### src/rtl/ast_pkg.sv
// Shared widths and the configuration record for the serial audio transmitter.
// Assumes one clock domain; all timebases arrive as clock-enable ticks.
package ast_pkg;
    localparam int SAMPLE_W = 16;   // bits per sample
    localparam int DIV_W    = 8;    // bit-clock divide field width
    localparam int WSL_W    = 6;    // half-frame length field width
    localparam int Q_DEPTH  = 8;    // output queue entries

    typedef struct packed {
        logic             edge_rise;  // launch on rising bclk
        logic             left_hi;    // left sample during wsel high
        logic             mono;       // one entry per frame
        logic             src_b;      // timebase select
        logic [DIV_W-1:0] div;        // half period minus one, in ticks
        logic [WSL_W-1:0] wslen;      // requested half-frame bits
    } txcfg_t;
endpackage

### src/rtl/ast_bclk_gen.sv
// Bit-clock generator: counts selected ticks and toggles bclk every div+1 ticks.
// Reports a launch strobe in the cycle whose edge moves bclk to the launch level.
// Assumes run low holds the count at zero and parks bclk at idle_lvl.
module ast_bclk_gen #(
    parameter int DIV_W = 8
) (
    input  logic             clk,
    input  logic             rst_n,
    input  logic             run,
    input  logic             tick,
    input  logic             edge_rise,
    input  logic [DIV_W-1:0] div,
    output logic             bclk,
    output logic             launch
);
    logic [DIV_W-1:0] cnt_q;
    logic             bclk_q;
    logic             wrap;

    // terminal count on a tick ends the half period
    assign wrap   = run && tick && (cnt_q == div);
    // the toggle lands on the launch level
    assign launch = wrap && ((~bclk_q) == edge_rise);
    assign bclk   = bclk_q;

    // divide counter and bit-clock level
    always_ff @(posedge clk) begin
        if (!rst_n) begin
            cnt_q  <= '0;
            bclk_q <= 1'b1;
        end else if (!run) begin
            cnt_q  <= '0;
            bclk_q <= ~edge_rise;
        end else if (tick) begin
            if (wrap) begin
                cnt_q  <= '0;
                bclk_q <= ~bclk_q;
            end else begin
                cnt_q  <= cnt_q + DIV_W'(1);
            end
        end
    end
endmodule

### src/rtl/ast_fifo.sv
// Output sample queue with two-entry look-ahead and a 0/1/2 pop count.
// Assumes DEPTH is a power of two, pop_cnt never exceeds level, and
// flush has priority over push and pop.
module ast_fifo #(
    parameter int W     = 16,
    parameter int DEPTH = 8,
    localparam int AW   = $clog2(DEPTH),
    localparam int LW   = $clog2(DEPTH + 1)
) (
    input  logic          clk,
    input  logic          rst_n,
    input  logic          flush,
    input  logic          push,
    input  logic [W-1:0]  din,
    input  logic [1:0]    pop_cnt,
    output logic [W-1:0]  head0,
    output logic [W-1:0]  head1,
    output logic [LW-1:0] level
);
    logic [W-1:0]  mem [DEPTH];
    logic [AW-1:0] rd_ptr, wr_ptr;
    logic [LW-1:0] level_q;
    logic          push_ok;

    assign push_ok = push && !flush && (level_q < LW'(DEPTH));
    assign head0   = mem[rd_ptr];
    assign head1   = mem[rd_ptr + AW'(1)];
    assign level   = level_q;

    // storage write
    always_ff @(posedge clk) begin
        if (push_ok) begin
            mem[wr_ptr] <= din;
        end
    end

    // pointers and fill level
    always_ff @(posedge clk) begin
        if (!rst_n || flush) begin
            rd_ptr  <= '0;
            wr_ptr  <= '0;
            level_q <= '0;
        end else begin
            rd_ptr  <= rd_ptr + AW'(pop_cnt);
            wr_ptr  <= wr_ptr + AW'(push_ok);
            level_q <= level_q - LW'(pop_cnt) + LW'(push_ok);
        end
    end
endmodule

### src/rtl/ast_framer.sv
// Frame serializer: on each launch strobe shifts one bit out, switches wsel at
// half-frame ends and fetches a sample pair from the queue at frame starts.
// Assumes the queue look-ahead is valid whenever level covers the entries read.
module ast_framer #(
    parameter int SW    = 16,
    parameter int WSL_W = 6,
    parameter int LW    = 4
) (
    input  logic          clk,
    input  logic          rst_n,
    input  logic          run,
    input  logic          launch,
    input  logic          mono,
    input  logic          left_hi,
    input  logic [WSL_W-1:0] wslen,
    input  logic [LW-1:0] level,
    input  logic [SW-1:0] head0,
    input  logic [SW-1:0] head1,
    output logic [1:0]    pop_cnt,
    output logic          wsel,
    output logic          sdata
);
    logic             started, slot_hi_done;
    logic [WSL_W-1:0] bit_q, last_bit;
    logic [SW-1:0]    shreg, hold;
    logic             ws_q, sd_q;
    logic             slot_end, frame_go, slot_go, have;
    logic [SW-1:0]    left_s, right_s, first_s, second_s;

    // half-frame length: at least one full sample
    assign last_bit = (wslen > WSL_W'(SW)) ? (wslen - WSL_W'(1)) : WSL_W'(SW - 1);
    assign slot_end = started && (bit_q == last_bit);
    assign frame_go = run && launch && (!started || (slot_end && slot_hi_done));
    assign slot_go  = run && launch && slot_end && !slot_hi_done;

    // sample pair selection for a frame start
    always_comb begin
        have     = mono ? (level >= LW'(1)) : (level >= LW'(2));
        left_s   = have ? head0 : '0;
        right_s  = have ? (mono ? head0 : head1) : '0;
        first_s  = left_hi ? left_s  : right_s;
        second_s = left_hi ? right_s : left_s;
        pop_cnt  = (frame_go && have) ? (mono ? 2'd1 : 2'd2) : 2'd0;
    end

    assign wsel  = ws_q;
    assign sdata = sd_q;

    // frame state, shift register and line outputs
    always_ff @(posedge clk) begin
        if (!rst_n || !run) begin
            started      <= 1'b0;
            slot_hi_done <= 1'b0;
            bit_q        <= '0;
            shreg        <= '0;
            hold         <= '0;
            ws_q         <= 1'b0;
            sd_q         <= 1'b0;
        end else if (launch) begin
            if (frame_go) begin
                started      <= 1'b1;
                slot_hi_done <= 1'b0;
                bit_q        <= '0;
                ws_q         <= 1'b1;
                sd_q         <= first_s[SW-1];
                shreg        <= first_s << 1;
                hold         <= second_s;
            end else if (slot_go) begin
                slot_hi_done <= 1'b1;
                bit_q        <= '0;
                ws_q         <= 1'b0;
                sd_q         <= hold[SW-1];
                shreg        <= hold << 1;
            end else begin
                bit_q        <= bit_q + WSL_W'(1);
                sd_q         <= shreg[SW-1];
                shreg        <= shreg << 1;
            end
        end
    end
endmodule

### src/rtl/audio_ser_tx.sv
// Serial audio transmitter top: holds the locked configuration register,
// selects the timebase tick and joins the bit-clock generator, the sample
// queue and the frame serializer. Assumes all ticks are synchronous to clk.
module audio_ser_tx
    import ast_pkg::*;
(
    input  logic                clk,
    input  logic                rst_n,
    input  logic                tick_a,
    input  logic                tick_b,
    input  logic                cfg_wr,
    input  logic                cfg_edge,
    input  logic                cfg_left_hi,
    input  logic                cfg_mono,
    input  logic                cfg_src_b,
    input  logic [DIV_W-1:0]    cfg_div,
    input  logic [WSL_W-1:0]    cfg_wslen,
    input  logic                clkgen_en,
    input  logic                tx_en,
    input  logic                wr_en,
    input  logic [SAMPLE_W-1:0] wr_data,
    output logic                bclk,
    output logic                wsel,
    output logic                sdata,
    output logic                q_empty
);
    localparam int LW = $clog2(Q_DEPTH + 1);

    txcfg_t              cfg_q;
    logic                tick_sel, launch;
    logic [1:0]          pop_cnt;
    logic [LW-1:0]       fill_lvl;
    logic [SAMPLE_W-1:0] head0, head1;

    // configuration register, writable only with both enables low
    always_ff @(posedge clk) begin
        if (!rst_n) begin
            cfg_q <= '0;
        end else if (cfg_wr && !clkgen_en && !tx_en) begin
            cfg_q <= '{edge_rise: cfg_edge, left_hi: cfg_left_hi, mono: cfg_mono,
                       src_b: cfg_src_b, div: cfg_div, wslen: cfg_wslen};
        end
    end

    assign tick_sel = cfg_q.src_b ? tick_b : tick_a;
    assign q_empty  = (fill_lvl == '0);

    ast_bclk_gen #(.DIV_W(DIV_W)) u_bclk (
        .clk       (clk),
        .rst_n     (rst_n),
        .run       (clkgen_en),
        .tick      (tick_sel),
        .edge_rise (cfg_q.edge_rise),
        .div       (cfg_q.div),
        .bclk      (bclk),
        .launch    (launch)
    );

    ast_fifo #(.W(SAMPLE_W), .DEPTH(Q_DEPTH)) u_fifo (
        .clk     (clk),
        .rst_n   (rst_n),
        .flush   (!tx_en),
        .push    (wr_en),
        .din     (wr_data),
        .pop_cnt (pop_cnt),
        .head0   (head0),
        .head1   (head1),
        .level   (fill_lvl)
    );

    ast_framer #(.SW(SAMPLE_W), .WSL_W(WSL_W), .LW(LW)) u_framer (
        .clk     (clk),
        .rst_n   (rst_n),
        .run     (clkgen_en && tx_en),
        .launch  (launch),
        .mono    (cfg_q.mono),
        .left_hi (cfg_q.left_hi),
        .wslen   (cfg_q.wslen),
        .level   (fill_lvl),
        .head0   (head0),
        .head1   (head1),
        .pop_cnt (pop_cnt),
        .wsel    (wsel),
        .sdata   (sdata)
    );
endmodule


### config.mk
export PLATFORM = sky130hd
export DESIGN_NAME = audio_ser_tx
export DESIGN_NICKNAME = d
export VERILOG_FILES = /design/src/rtl/ast_pkg.sv /design/src/rtl/ast_bclk_gen.sv /design/src/rtl/ast_fifo.sv /design/src/rtl/ast_framer.sv /design/src/rtl/audio_ser_tx.sv
export SDC_FILE = /design/constraint.sdc
export NUM_CORES = 1
export LEC_CHECK = 0
export ABC_AREA = 1
export BUFFER_PORTS_ARGS = -buffer_cell sky130_fd_sc_hd__buf_2
export CAP_MARGIN = 15
export CORE_ASPECT_RATIO = 1.1
export CORE_MARGIN = 8
export CORE_UTILIZATION = 65
export CTS_CLUSTER_SIZE = 20
export DETAILED_ROUTE_END_ITERATION = 12
export MAX_ROUTING_LAYER = met4
export PLACE_DENSITY_LB_ADDON = 0.25
export SLEW_MARGIN = 20
export SYNTH_ARGS = -nofsm -noshare
export SYNTH_HDL_FRONTEND = slang
export SYNTH_HIERARCHICAL = 1
export SYNTH_SLANG_ARGS = --single-unit
export TNS_END_PERCENT = 20
### constraint.sdc
create_clock -name clk -period 8.95 [get_ports clk]
set_input_delay 0.4475 -clock clk [delete_from_list [all_inputs] [get_ports clk]]
set_output_delay 0.4475 -clock clk [all_outputs]
set_load 0.02 [all_outputs]
==> results of run 1 <==
flip-flops by register name, indices dropped and copies added, names as in the netlist:
| name | count |
|---|---|
| u_framer/slot_hi_done | 1 |
| u_framer/hold | 16 |
| u_fifo/level | 4 |
| u_fifo/wr_ptr | 3 |
| u_fifo/rd_ptr | 3 |
| cfg_q | 18 |
| u_framer/sdata | 1 |
| u_framer/bit_q | 6 |
| u_framer/wsel | 1 |
| u_framer/shreg | 15 |
| u_bclk/bclk | 1 |
| u_fifo/mem | 128 |
| u_framer/started | 1 |
| u_bclk/cnt_q | 8 |
per-layer routing:
metal  vias up  part of all wire (%)
li1       5136                     -
met3        79                   6.9
met2       362                    48
met5         -                     0
met4         0                   4.5
met1      4633                    41
layout by cell type, fill, tap and decap left out, types with 5 or more instances in the layout:
cell       synthesis  routed
nand3_2            6       6
nor2_2            10      10
nor2_1            91      91
clkbuf_1          20       5
inv_2              8       7
nand3_1          208     208
xnor2_1            8       8
dfxtp_1           78      77
ha_1              12      12
a21oi_1           37      37
edfxtp_1         128     128
clkbuf_16          0      23
mux2_2            16      16
o21ai_0           39      39
xor2_1             6       6
inv_1            235     235
nand4_1           10      10
nand2_1          603     603
buf_2             32      45
o21ai_1            6       6
o22ai_1            7       7
a31oi_1            6       6
buf_4              7      19
final cells by class:
type                    instances  area [sq um]
repair buffers                 65           379
clock inverters                11           138
clock buffers                  29           608
fillers                      1461          5380
multi-input cells            1095          5080
inverters                     244           917
flip-flops and latches        206          5410
well taps                     243           304
power by group through the flow:
stage	logic [mW]	registers [mW]	clock network [mW]
floorplan	0.0834	1.04	0
global placement	0.113	1.04	0
detailed placement	0.116	1.04	0
CTS	0.117	1.02	0.952
global route	0.133	1.02	0.989
finish	0.118	1.02	0.941
cells by family (layout without fill, tap and decap cells):
kind of cell	Yosys count	after routing	share of synthesized area, %
compound gates	99	99	4.39
mux	17	17	1.59
buf+inv	327	349	12.1
xor+xnor	15	15	1.26
simple gates	950	950	33.8
fa+ha+maj	14	14	1.59
flops	206	206	45.3
critical path, cell delays in order, from the launching register on:
cell	delay [ns]
dfxtp_1	0.32
o21ai_0	0.58
nand3_1	0.14
nor2_1	0.14
nand3_2	0.13
nor3b_2	0.17
buf_4	0.30
nand2_1	0.14
inv_1	0.44
nand2_4	0.26
nor3b_1	0.35
ha_1	0.28
inv_1	0.05
ha_1	0.15
inv_1	0.06
fa_1	0.37
xor2_1	0.18
nor2_1	0.05
per-stage QoR:
step	hold slack [ns]	setup slack [ns]	cell area, sq um	instances
final	0.194	4.70	12800	1893
after global routing	0.188	4.27	12800	1893
after CTS	0.181	4.75	12800	1893
after detailed placement	0.456	4.53	12100	1853
after global placement	0.453	4.64	12100	1853
after floorplan	0.440	5.46	11900	1628
worst max-delay path by stage:
stage / slack [ns] / cells after the start / from / endpoint
2_1_floorplan: 5.46 / 19 / tick_a / u_fifo/level[2]$_SDFF_PP0_
3_3_place_gp: 4.64 / 19 / tick_a / u_fifo/level[2]$_SDFF_PP0_
3_5_place_dp: 4.53 / 19 / tick_a / u_fifo/level[2]$_SDFF_PP0_
4_1_cts: 4.75 / 17 / cfg_q[14]$_SDFFE_PN0P_ / u_fifo/level[2]$_SDFF_PP0_
5_1_grt: 4.27 / 17 / cfg_q[14]$_SDFFE_PN0P_ / u_fifo/level[2]$_SDFF_PP0_
6_report: 4.70 / 17 / cfg_q[14]$_SDFFE_PN0P_ / u_fifo/level[2]$_SDFF_PP0_
synth_stat cells, drive strengths merged:
cell      n
a211oi    2
a21oi    39
a31oi     6
and3      1
buf      62
clkbuf   21
clkinv    1
dfxtp    78
edfxtp  128
fa        2
ha       12
inv     243
mux2     16
mux2i     1
nand2   610
nand3   214
nand3b    1
nand4    12
nor2    103
nor3      3
nor3b     3
nor4      1
o21ai    45
o22ai     7
or2       2
xnor2     9
xor2      6
==> results.toml, run 1 <==
[outcome]
status = "complete, no violations"

[hold_path]
holdPathEnd = "u_fifo/mem[5][7]$_DFFE_PP_"
min_path_type = "in2reg"
min_path_cells = 1
min_from = "wr_data[7]"

[drt]
drc_errors = 0
vias = 10200
via_per_inst = 5.39
ant_nets = 0
routed_wl_um = 28000
avgRoutedWirePerCell_um = 14.8
drt-initial-drc-count = 861
drtPass1Iterations = 5

[pwr]
p_sw_share_pct = 22.0
ir_worst_vdd_mv = 0.174
p_seq_share_pct = 49.2
clkPwrFrac_pct = 45.2
power.density_nw_per_um2 = 162
pwr-share-comb_pct = 5.6
p_switching_mw = 0.459
power_leakage_nw = 5.92
p_int_mw = 1.62
total_power_mw = 2.08

[finish]
nNetsFinal = 1690
diodes = 0
area_delta_synth_final_pct = 7.58
drive_gt1_share_pct = 9.52
utilization_pct = 70.5

[clock_tree]
clock_path_buffers = 3
clock-sinks = 206
cts_tree = "done"
clk_latency_ns = 0.51
cts_root_buffer = "clkbuf_16"
cts_hold_buf = 0
cts_setup_buffers = 0
cts.reportedPaths.clkPinSlew_ns = 0.07
h-tree-depth = 1
cts.repair.resized = 0
tritoncts.num_buffers = 22

[logic_synthesis]
ys_ff_latch = 206
yosysTopAreaCell = "edfxtp_1"
ys_seq_area_share_pct = 45.3
synth_top_area_share_pct = 32.2
synth_area_sq_um = 11900
synth_cells = 1628
synth_nets = 1684
syn_area_per_cell_sq_um = 7.33
synth_area_leaders = "edfxtp_1, nand2_1, dfxtp_1"
yosys_warnings = 6
synth_cell_types = 44

[grt]
grt_pass1_vias = 9819
grt_usage_pct = 25.2
grt_max_degree = 129
grt_pass1_wl_um = 46500
antenna_found_initial = 0
met1_usage_pct = 29.1
gr-max-usage-layer = "met2"
met3_usage_pct = 3.46
grt_util_met2_pct = 42.9
grt_remaining_overflow = 0

[place]
numPortBuffers = 45
routabilityCongestion = 0.882
dpl.hpwl_um = 17300

[setup_path]
cp-start-kind = "flop"
timing.rr.end = "u_fifo/level[2]$_SDFF_PP0_"
reg2reg_slack_ns = 4.70
crit_arrival_ns = 4.64
r2r-start = "cfg_q[14]$_SDFFE_PN0P_"
r2r_cells = 17
critPathKind = "reg2reg"
path_max_fanout = 27
cp_data_required_time_ns = 9.34
end_kind = "flop"

[sta]
setup_viol = 0
period_needed_ns = 4.25
skew_ns = 0.0126
finalHoldViolCount = 0
post-route-period-util_pct = 47.5
tightest_slew_ns = 0.889
slew_headroom_pct = 40.7
fmax_ghz = 0.235
setup_tns_ns = 0
maxSlewViolCount = 0
rsz0062_at_grt = "false"

[job]
drv_cap = 0

[floorplan]
die-area_sq_um = 23000
core_area_sq_um = 18200
die_h_um = 158
die-width_um = 145
rows = 52
initial_core_util_pct = 65.5
io_pins = 46
No activity file was read; power rests on OpenSTA's default activity.
==> run 2: changes to the inputs <==
- CORE_UTILIZATION: 65 -> 57
- clock period: 8.95 -> 3.51 ns (I/O delays scaled with it)
==> run 2 against run 1 <==
Net effect:
- clock power grew to 2.5 times the previous value
- worst hold slack got worse by 0.19 ns
- non-clock buffer count up 37
- worst setup slack worse by 4.3 ns
- cell count increased by 2.7%
- wire length grew 0.80%
- register-to-register slack worse by 4.3 ns
- total power grew to 2.6 times the previous value
==> results.toml, run 2 (synthesis results as in run 1) <==
[grt]
grt_remaining_overflow = 0
grt_usage_pct = 22.3
grt_pass1_wl_um = 46900
antenna_found_initial = 0
grt_pass1_vias = 9526
grt_max_degree = 86

[setup_path]
path_max_fanout = 10
critPathKind = "reg2reg"
cp-start-kind = "flop"
crit_arrival_ns = 3.52
end_kind = "flop"
cp_data_required_time_ns = 3.89

[pwr]
power.density_nw_per_um2 = 402
power_leakage_nw = 6.09
ir_worst_vdd_mv = 0.401

[floorplan]
io_pins = 46
core_area_sq_um = 20600
initial_core_util_pct = 58.0
die-width_um = 154
rows = 55
die_h_um = 168
die-area_sq_um = 25800

[clock_tree]
h-tree-depth = 1
clk_latency_ns = 0.51
cts_tree = "done"
clock_path_buffers = 3
tritoncts.num_buffers = 23
cts.reportedPaths.clkPinSlew_ns = 0.06
clock-sinks = 206
cts_root_buffer = "clkbuf_16"

[sta]
post-route-period-util_pct = 89.3
fmax_ghz = 0.319
skew_ns = 0.00636
finalHoldViolCount = 0
setup_tns_ns = 0
rsz0062_at_grt = "false"
maxSlewViolCount = 0
setup_viol = 0
setup_ws_ns = 0.375
tightest_slew_ns = 0.819
slew_headroom_pct = 45.4
period_needed_ns = 3.13

[drt]
routed_wl_um = 28300
via_per_inst = 5.26
drtPass1Iterations = 6
drt-initial-drc-count = 612
avgRoutedWirePerCell_um = 14.5
drc_errors = 0
ant_nets = 0
vias = 10200

[finish]
largest_reg_flops = 128
area_delta_synth_final_pct = 10.9
n_fill_cell = 1790
top_register = "u_fifo/mem"
diodes = 0
final_area_sq_um = 13200
drive_gt1_share_pct = 10.2
final_cell_mix = "nand2_1, inv_1, nand3_1, edfxtp_1, nor2_1"
nNetsFinal = 1728
final_common_cell = "nand2_1"
reg_top3 = "u_fifo/mem (128), cfg_q (18), u_framer/hold (16)"

[outcome]
status = "complete, no violations"

[place]
routabilityCongestion = 0.867
placed_area_sq_um = 12200
post-place-ws_ns = 0.289
dpl.hpwl_um = 17900
numPortBuffers = 45

[job]
drv_cap = 0

[hold_path]
min_path_type = "in2reg"
-- run 2: cell count changes in the layout (fill, tap and decap cells not counted), sizes merged --
cell | before | now
buf | 65 | 75
clkinvlp | 1 | 5
dlygate4sd3 | 0 | 27
inv | 244 | 242
clkbuf | 29 | 26
clkinv | 7 | 9
-- run 2: path summary, 6_finish.rpt --
kind,from,end,slack (ns),depth (start not counted)
setup / recovery,cfg_q[0]$_SDFFE_PN0P_,u_fifo/level[2]$_SDFF_PP0_,0.38,20
hold / removal,cfg_wslen[0],cfg_q[0]$_SDFFE_PN0P_,0.004,5
setup reg to reg,cfg_q[0]$_SDFFE_PN0P_,u_fifo/level[2]$_SDFF_PP0_,0.38,20
hold reg to reg,u_framer/shreg[7]$_SDFFE_PP0P_,u_framer/shreg[7]$_SDFFE_PP0P_,0.46,2
-- run 2: metal layers --
metal / part of all wire, % / track usage, % / routed length, um
met5: 0 / - / 0
met3: 5.9 / 3.04 / 1670
met1: 43 / 27.2 / 12200
met2: 48 / 37.9 / 13700
met4: 2.7 / 6.87 / 761
-- run 2: stage by stage --
step	std cells	utilization (%)	hold slack (ns)	power (mW)
4_1_cts	1944	64.3	0.000207	5.36
3_3_place_gp	1876	59.4	0.440	2.96
3_5_place_dp	1876	59.4	0.446	2.97
5_1_grt	1944	64.3	0.00821	5.50
6_report	1944	64.3	0.00415	5.32
2_1_floorplan	1628	-	0.260	2.88
-- run 2: critical path, stage by stage (launching register included) --
cell and delay (ns):
dfxtp_1 0.36, inv_1 0.09, ha_1 0.24, nand2_1 0.09
nand2_2 0.08, nand2_4 0.10, nand2_1 0.05, nand2_1 0.05
nand2_1 0.05, nor2_2 0.18, nand4_2 0.16, nand2_4 0.17
nand2_4 0.08, nor3b_2 0.21, ha_1 0.26, inv_1 0.06
ha_1 0.15, inv_1 0.06, fa_1 0.37, xor2_1 0.15
nor2_1 0.05
-- run 2: cell type report --
class                      count  area (sq um)  area share [%]
sequential                   206          5410            40.9
multi-input combinational   1095          5090            38.5
inverter                     244           917            6.93
timing repair buffer         102           758            5.73
clock buffer                  26           587            4.43
tap                          256           320            2.42
clock inverter                15           154            1.16
-- run 2: power by group --
part	total, mW	switching, mW	internal (mW)
Clock	2.38	0.961	1.42
Sequential	2.61	0.0161	2.59
Combinational	0.330	0.207	0.123
Total	5.32	1.18	4.13
-- run 2: what timing repair did --
item                                    in CTS  in global routing
hold buffers                                27                  0
gates resized for setup                      0                  2
buffers inserted                             0                  0
hold endpoints to repair                   139                  0
endpoints found under the setup margin       0                  1
